## config.mk

```make
export PLATFORM = sky130hd
export DESIGN_NAME = relay_pulse_ctrl
export DESIGN_NICKNAME = d
export VERILOG_FILES = /design/src/rtl/relay_pkg.sv /design/src/rtl/rst_sync.sv /design/src/rtl/cmd_decode.sv /design/src/rtl/arm_guard.sv /design/src/rtl/pulse_timer.sv /design/src/rtl/relay_pulse_ctrl.sv
export SDC_FILE = /design/constraint.sdc
export NUM_CORES = 1
export LEC_CHECK = 0
export BUFFER_PORTS_ARGS = -buffer_cell sky130_fd_sc_hd__buf_2
export CAP_MARGIN = 20
export CORE_MARGIN = 2
export CORE_UTILIZATION = 43
export CTS_BUF_LIST = sky130_fd_sc_hd__clkbuf_8
export DETAILED_ROUTE_END_ITERATION = 8
export PLACE_DENSITY = 0.7
export SKIP_CTS_REPAIR_TIMING = 1
export SKIP_LAST_GASP = 1
export SLEW_MARGIN = 20
export SYNTH_ARGS = -nofsm -noshare
export SYNTH_HDL_FRONTEND = slang
export SYNTH_SLANG_ARGS = --single-unit
```

## constraint.sdc

```tcl
create_clock -name clk -period 1.92 [get_ports clk]
set_input_delay 0.192 -clock clk [delete_from_list [all_inputs] [get_ports clk]]
set_output_delay 0.192 -clock clk [all_outputs]
set_load 0.02 [all_outputs]
```

## src/rtl/relay_pkg.sv

```systemverilog
package relay_pkg;
  localparam logic [7:0] ARM_KEY   = 8'h5A;
  localparam logic [7:0] CODE_BASE = 8'hC0;

  typedef enum logic [1:0] {
    SEL_ARM   = 2'd0,
    SEL_FIRE  = 2'd1,
    SEL_SPARE = 2'd2,
    SEL_NONE  = 2'd3
  } reg_sel_e;

  typedef struct packed {
    logic       armed;
    logic       active;
    logic       busy_rej;
    logic       bad_cmd;
    logic [3:0] last_ch;
  } status_t;
endpackage

```

## src/rtl/rst_sync.sv

```systemverilog
module rst_sync (
  input  logic clk,
  input  logic rst_n,
  output logic srst_n
);
  logic [1:0] sync_q;

  always_ff @(posedge clk or negedge rst_n) begin
    if (!rst_n) sync_q <= 2'b00;
    else        sync_q <= {sync_q[0], 1'b1};
  end

  assign srst_n = sync_q[1];
endmodule

```

## src/rtl/cmd_decode.sv

```systemverilog
module cmd_decode #(
  parameter int NUM_CH = 16,
  localparam int CH_W  = (NUM_CH > 1) ? $clog2(NUM_CH) : 1
) (
  input  logic [7:0]      code,
  output logic            hit,
  output logic [CH_W-1:0] idx
);
  import relay_pkg::*;

  logic [NUM_CH-1:0] match;

  for (genvar g = 0; g < NUM_CH; g++) begin : g_match
    assign match[g] = (code == (CODE_BASE + 8'(g)));
  end

  always_comb begin
    idx = '0;
    for (int i = 0; i < NUM_CH; i++) begin
      if (match[i]) idx = idx | CH_W'(i);
    end
  end

  assign hit = |match;
endmodule

```

## src/rtl/arm_guard.sv

```systemverilog
module arm_guard #(
  parameter int ARM_TIMEOUT = 20,
  localparam int AW = $clog2(ARM_TIMEOUT + 1)
) (
  input  logic clk,
  input  logic rst_n,
  input  logic arm_set,
  input  logic arm_clr,
  output logic armed
);
  logic          armed_q, armed_d;
  logic [AW-1:0] cnt_q, cnt_d;
  logic          cnt_en;

  always_comb begin
    armed_d = armed_q;
    cnt_d   = cnt_q;
    cnt_en  = 1'b0;
    if (arm_set) begin
      armed_d = 1'b1;
      cnt_d   = '0;
      cnt_en  = 1'b1;
    end else if (arm_clr) begin
      armed_d = 1'b0;
    end else if (armed_q) begin
      if (cnt_q == AW'(ARM_TIMEOUT - 1)) begin
        armed_d = 1'b0;
      end else begin
        cnt_d  = cnt_q + 1'b1;
        cnt_en = 1'b1;
      end
    end
  end

  always_ff @(posedge clk or negedge rst_n) begin
    if (!rst_n) armed_q <= 1'b0;
    else        armed_q <= armed_d;
  end

  always_ff @(posedge clk or negedge rst_n) begin
    if (!rst_n)      cnt_q <= '0;
    else if (cnt_en) cnt_q <= cnt_d;
  end

  assign armed = armed_q;

  AST_ARM_WINDOW: assert property (@(posedge clk) disable iff (!rst_n)
    armed_q |-> (cnt_q < AW'(ARM_TIMEOUT)));
  AST_ARM_LAPSE: assert property (@(posedge clk) disable iff (!rst_n)
    (armed_q && !arm_set && !arm_clr && cnt_q == AW'(ARM_TIMEOUT - 1)) |=> !armed_q);
endmodule

```

## src/rtl/pulse_timer.sv

```systemverilog
module pulse_timer #(
  parameter int          NUM_CH       = 16,
  parameter int unsigned CLK_HZ       = 50_000_000,
  parameter int unsigned PULSE_MS     = 50,
  localparam int         CH_W         = (NUM_CH > 1) ? $clog2(NUM_CH) : 1,
  localparam longint unsigned PULSE_CYC = (64'(CLK_HZ) * 64'(PULSE_MS)) / 64'd1000,
  localparam int         PW           = (PULSE_CYC > 1) ? $clog2(PULSE_CYC) : 1
) (
  input  logic              clk,
  input  logic              rst_n,
  input  logic              start,
  input  logic [CH_W-1:0]   start_idx,
  output logic [NUM_CH-1:0] pulse_out,
  output logic              active
);
  logic [NUM_CH-1:0] out_q, out_d;
  logic [PW-1:0]     cnt_q, cnt_d;
  logic              cnt_en;

  always_comb begin
    out_d  = out_q;
    cnt_d  = cnt_q;
    cnt_en = 1'b0;
    if (start) begin
      out_d  = NUM_CH'(1) << start_idx;
      cnt_d  = PW'(PULSE_CYC - 1);
      cnt_en = 1'b1;
    end else if (|out_q) begin
      if (cnt_q == '0) begin
        out_d = '0;
      end else begin
        cnt_d  = cnt_q - 1'b1;
        cnt_en = 1'b1;
      end
    end
  end

  always_ff @(posedge clk or negedge rst_n) begin
    if (!rst_n) out_q <= '0;
    else        out_q <= out_d;
  end

  always_ff @(posedge clk or negedge rst_n) begin
    if (!rst_n)      cnt_q <= '0;
    else if (cnt_en) cnt_q <= cnt_d;
  end

  assign pulse_out = out_q;
  assign active    = |out_q;

  AST_ONE_OUTPUT: assert property (@(posedge clk) disable iff (!rst_n)
    $onehot0(pulse_out));
  AST_OUT_STABLE: assert property (@(posedge clk) disable iff (!rst_n)
    ($past(active) && active) |-> $stable(pulse_out));
  AST_PULSE_HOLD: assert property (@(posedge clk) disable iff (!rst_n)
    (active && cnt_q != '0) |=> active);
  AST_PULSE_END: assert property (@(posedge clk) disable iff (!rst_n)
    $fell(active) |-> ($past(cnt_q) == '0));
endmodule

```

## src/rtl/relay_pulse_ctrl.sv

```systemverilog
module relay_pulse_ctrl #(
  parameter int          NUM_CH      = 16,
  parameter int unsigned CLK_HZ      = 50_000_000,
  parameter int unsigned PULSE_MS    = 50,
  parameter int          ARM_TIMEOUT = 1024,
  localparam int         CH_W        = (NUM_CH > 1) ? $clog2(NUM_CH) : 1
) (
  input  logic              clk,
  input  logic              rst_n,
  input  logic              wr_en,
  input  logic [1:0]        wr_sel,
  input  logic [7:0]        wr_data,
  input  logic              rd_en,
  output logic [7:0]        rd_data,
  output logic [NUM_CH-1:0] pulse_out
);
  import relay_pkg::*;

  logic            srst_n;
  logic            armed, active, hit;
  logic [CH_W-1:0] idx;
  logic            wr_arm, wr_fire;
  logic            arm_set, arm_clr, fire_ok, bad_now, busy_now;
  logic            busy_q, busy_d, bad_q, bad_d;
  logic [CH_W-1:0] last_q;
  status_t         status;

  rst_sync u_rst (.clk(clk), .rst_n(rst_n), .srst_n(srst_n));

  cmd_decode #(.NUM_CH(NUM_CH)) u_dec (.code(wr_data), .hit(hit), .idx(idx));

  assign wr_arm  = wr_en && (reg_sel_e'(wr_sel) == SEL_ARM);
  assign wr_fire = wr_en && (reg_sel_e'(wr_sel) == SEL_FIRE);

  assign busy_now = (wr_arm || wr_fire) && active;
  assign arm_set  = wr_arm && !active && (wr_data == ARM_KEY);
  assign arm_clr  = (wr_arm && !active && (wr_data != ARM_KEY)) ||
                    (wr_fire && !active);
  assign fire_ok  = wr_fire && !active && armed && hit;
  assign bad_now  = (wr_arm && !active && (wr_data != ARM_KEY)) ||
                    (wr_fire && !active && !(armed && hit));

  arm_guard #(.ARM_TIMEOUT(ARM_TIMEOUT)) u_arm (
    .clk(clk), .rst_n(srst_n), .arm_set(arm_set), .arm_clr(arm_clr), .armed(armed)
  );

  pulse_timer #(.NUM_CH(NUM_CH), .CLK_HZ(CLK_HZ), .PULSE_MS(PULSE_MS)) u_tmr (
    .clk(clk), .rst_n(srst_n), .start(fire_ok), .start_idx(idx),
    .pulse_out(pulse_out), .active(active)
  );

  always_comb begin
    busy_d = busy_q;
    bad_d  = bad_q;
    if (rd_en) begin
      busy_d = 1'b0;
      bad_d  = 1'b0;
    end
    if (busy_now) busy_d = 1'b1;
    if (bad_now)  bad_d  = 1'b1;
  end

  always_ff @(posedge clk or negedge srst_n) begin
    if (!srst_n) begin
      busy_q <= 1'b0;
      bad_q  <= 1'b0;
    end else begin
      busy_q <= busy_d;
      bad_q  <= bad_d;
    end
  end

  always_ff @(posedge clk or negedge srst_n) begin
    if (!srst_n)      last_q <= '0;
    else if (fire_ok) last_q <= idx;
  end

  always_comb begin
    status.armed    = armed;
    status.active   = active;
    status.busy_rej = busy_q;
    status.bad_cmd  = bad_q;
    status.last_ch  = 4'(last_q);
  end

  assign rd_data = status;

  AST_FIRE_NEEDS_ARM: assert property (@(posedge clk) disable iff (!srst_n)
    $rose(active) |-> $past(armed));
  AST_BUSY_KEEPS_DISARMED: assert property (@(posedge clk) disable iff (!srst_n)
    (active && wr_arm && !armed) |=> !armed);
  AST_BUSY_FLAG: assert property (@(posedge clk) disable iff (!srst_n)
    (active && (wr_arm || wr_fire)) |=> busy_q);
  AST_FIRE_CONSUMES: assert property (@(posedge clk) disable iff (!srst_n)
    (wr_fire && !active) |=> !armed);
endmodule

```

Yosys cells after proc, flatten, opt, wreduce, memory -nomap -nowiden
Cells that the tools add are included.
- output and inout bits: 24
- input bits: 14
- logic and storage cells: 97
- flip-flop bits (word level): 58
- equality and inequality tests: 23
- add/sub/neg operators: 2
- shifts and indexed selects: 1
- mux-type cells: 35
- reduce and logical (&&, ||, !) cells: 28
- operators with widths (kind ; number):
    $eq A8 B8 Y1 const B ; 16
    $mux W22 ; 3
    $mux W16 ; 3
    $mux W11 ; 4
    $mux W4 ; 8
    $reduce_or A16 Y1 ; 2
    $logic_not A22 Y1 ; 1
    $sub A22 B1 Y22 const B ; 1
    $shl A1 B4 Y16 const A ; 1
    $mux W3 ; 4
    $add A11 B1 Y11 const B ; 1
    $eq A11 B10 Y1 const B ; 1
    $logic_and A1 B1 Y1 ; 11
    $mux W1 ; 11
    $reduce_bool A2 Y1 ; 5
    $eq A8 B7 Y1 const B ; 1
    $ne A8 B7 Y1 const B ; 1
    $ne A2 B2 Y1 const B ; 3
    $mux W2 ; 2
    $reduce_and A4 Y1 ; 1
    $logic_or A1 B1 Y1 ; 3
    $reduce_and A3 Y1 ; 1
    $eq A2 B1 Y1 const B ; 1
    $logic_not A1 Y1 ; 2
    other kinds (2) ; 2

Logic depth before layout (Yosys ltp)
- word-level depth: 18
- depth in mapped cells: 9
- gate-level depth less buffers: 7

Hierarchy
Synthesis repeated with hierarchy kept, for this count alone.
- cells, all modules: 276
- area total of the unflattened synthesis: 2999.1 um2
- by module, submodules not included (module ; sequential area each (um2) ; area an instance (um2) ; times used ; cells each):
    pulse_timer ; 950.9 ; 1881.8 ; 1 ; 176
    arm_guard ; 300.3 ; 661.9 ; 1 ; 63
    relay_pulse_ctrl ; 150.1 ; 359.1 ; 1 ; 29
    rst_sync ; 50.0 ; 53.8 ; 1 ; 3
    cmd_decode ; 0.0 ; 42.5 ; 1 ; 5

Worst setup path after synthesis
Ideal clock, no wire load.
- kind: register -> register
- start: reg u_tmr.cnt_q[18]
- end: reg u_tmr.out_q[11] (netlist: u_tmr.pulse_out[11])
- period minus slack after synthesis: 2184 ps
- setup slack: -264 ps
- library setup time: 123 ps
- cell stages (with the launch flop): 7
- required time: 1797 ps
- arrival: 2060 ps
- buffers on the path: 2
- path through: dfrtp_1 -> or4_4 -> or3_4 -> or3_1 -> buf_6 -> buf_8 -> o2bb2ai_1
- longest elaborated chain between the ends: 3
- ends and longest elaborated chain (item ; RTL line ; source):
    start, declared ; pulse_timer.sv:17 ; logic [PW-1:0] cnt_q, cnt_d;
    start signal, assigned ; pulse_timer.sv:45 ; else if (cnt_en) cnt_q <= cnt_d;
    $logic_not A22 Y1 ; pulse_timer.sv:29 ; if (cnt_q == '0) begin
    $reduce_bool A2 Y1 (no source line) ; n/a ;
    $reduce_and A2 Y1 (no source line) ; n/a ;
    end signal, assigned ; pulse_timer.sv:40 ; else out_q <= out_d;
    end, declared ; pulse_timer.sv:16 ; logic [NUM_CH-1:0] out_q, out_d;
No other way between the ends.
A chain may end at the register's enable or synchronous reset.

Final worst setup path
- start: reg u_tmr.cnt_q[20]
- end: reg u_tmr.out_q[9] (netlist: u_tmr.pulse_out[9])
Same word-level chain as after synthesis.

==> impl_metrics.ini <==
[global_route]
grt_max_degree = 38
grt_pass1_vias = 2472
grt_pass1_wl_mm = 11.6
grt-ovfl-total = 0
antenna_found_initial = 0
track_usage = 0.206

[floorplanning]
core_um2 = 6310
die_w_um = 84.5
die_y_um = 84.5
start_util = 0.441
rows = 29
die-area_um2 = 7140
io_pins = 38

[worst_setup_path]
crit_arrival_ns = 2.39
startpoint_type = flop
end_kind = flop
cp_data_required_time_ns = 2.13
path_class = flop to flop
critPathMaxFanout = 8

[drt]
drtIter0Drc = 188
drc = 0
avgViaCountPerCell = 5.70
wl_per_cell_um = 16.2
drt-total-wl_mm = 7.53
ant_nets = 0
firstDrtPassIters = 4
num_vias = 2649

[synth]
yosysMostFrequentCell = dfrtp_1
synth-async-reset-ratio = 1.00
synth_nets = 290
synthCells = 274
ys_seq_area_frac = 0.521
synth_edf_count = 0
synth_seq_cells = 58
synth-main-ff-cell = dfrtp_1
synth_commonest_cells = dfrtp_1 (58), nand2_1 (36), o21ai_0 (16)
synth_top_area_cell = dfrtp_1
synth_top_area_share = 0.521
synth_area_um2 = 2790
syn_avg_cell_area_um2 = 10.2
yosysWarnings = 0
ys_types = 53
synth.top_cells.by_area = dfrtp_1 (52%), nand2_1 (4.8%), o21ai_0 (2.9%)

[layout]
nets = 399
fin_util = 0.647
area_delta_synth_final_pct = 46.6
num_antenna_cells = 0
fill_cells = 504
layout-drive-gt1-share = 0.459
fin_cells = 465

[power]
total_power_mw = 2.44
powerDensity_nw_per_um2 = 597
vdd_drop_max_uv = 387
power_leakage_nw = 1.84

[timing]
worstMarginPinSlew_ns = 0.501
fin_hold_ws_ns = 0.0725
fin_crit_ns = 2.19
fin_crit_sh = 1.14
slew_viol_final = 0
rsz0062_at_grt = yes
skew_ns = 0.00730
worst_slack_ns = -0.269
fmax_ghz = 0.457
hold_viol = 0
setup-violations-final = 41
maxSlewHeadroom = 0.661

[clocking]
htreeDepth = 3
cts_buffers = 9
cts.sinks = 58
clock_latency_ns = 0.33
clockRootBuffer = clkbuf_8
cts_tree = yes
cts_max_path_buffers = 2
path_clk_slew_ns = 0.06

[place]
gp_congestion = 0.822
place_inst = 434
dp_hpwl_mm = 4.99
numPortBuffers = 37

[status]
violations = negative setup slack
status = finished with violations

[run]
cap_violations = 0

[worst_hold_path]
hold_class = input port to flop
[cell usage in the layout (no fill, tap or decap), drive strengths merged, types with 5 or more instances in the layout]
cell type  count
o211ai         8
nand2         36
nand4          6
o21ai         18
or3            7
nor2          14
nor3           6
o2bb2ai        8
o41ai          5
nand3         13
buf          109
clkbuf        11
nor4           9
nand2b         6
inv           10
dfrtp         58
or4            6
[critical path: stages, from the launching register on]
cell and delay [ns]:
dfrtp_1 0.38, or4_4 0.55, or3_4 0.41, or3_4 0.44
buf_8 0.17, o2bb2ai_2 0.12
[path summary, 6_finish.rpt]
kind	start	endpoint	slack, ns	cells after the start
worst min register to register	u_rst.sync_q[1]	u_tmr.cnt_q[8]	0.23	0
worst min-delay path	rd_en	busy_q	0.07	2
max in group asynchronous	u_rst.sync_q[1]	u_tmr.cnt_q[18]	1.13	1
worst max register to register	u_tmr.cnt_q[20]	u_tmr.pulse_out[9]	-0.27	5
worst max-delay path	u_tmr.cnt_q[20]	u_tmr.pulse_out[9]	-0.27	5
min in group asynchronous	rst_n	u_rst.sync_q[0]	0.18	2
[routing by layer]
metal / GRT usage / share of wire
met1: 0.268 / 0.45
met3: 0.0472 / 0.043
met5: 0 / 0
met2: 0.339 / 0.50
met4: 0.0722 / 0.011
[metrics by stage]
step	setup WS (ns)	area [um2]	TNS (ns)
after CTS	-0.254	3690	-7.16
final	-0.269	4090	-6.69
after global placement	-0.200	3490	-5.20
after floorplan	-0.219	2830	-3.84
after global routing	-0.338	4090	-9.61
after detailed placement	-0.244	3490	-6.64
[cell families (layout without fill, tap and decap cells)]
group           after synthesis  after routing  synth area share
simple gates                121            121             0.238
compound gates               64             64             0.163
flops                        58             58             0.521
buf+inv                      19            133            0.0382
xor+xnor                      5              5            0.0157
mux                           4              4            0.0144
fa+ha+maj                     2              2           0.00898
other cells                   1              1           0.00135
[power by group]
part | internal (mW) | switching, mW
clock | 0.655 | 0.471
combinational | 0.0277 | 0.0477
sequential | 1.23 | 0.0102
[flip-flops by register name, summed over array words and instances (netlist names)]
name / count
busy_q: 1
u_arm.armed: 1
u_rst.sync_q: 2
u_tmr.pulse_out: 16
u_tmr.cnt_q: 22
bad_q: 1
last_q: 4
u_arm.cnt_q: 11
[final cells by class]
cell class	instances	area [um2]	area share
Multi-Input combinational cell	197	1500	0.367
Sequential cell	58	1450	0.356
Timing Repair Buffer	110	815	0.199
Clock buffer	11	151	0.0371
Tap cell	77	96.3	0.0236
Clock inverter	5	46.3	0.0113
Inverter	7	26.3	0.00643
Power figures use the tool's default switching activity.
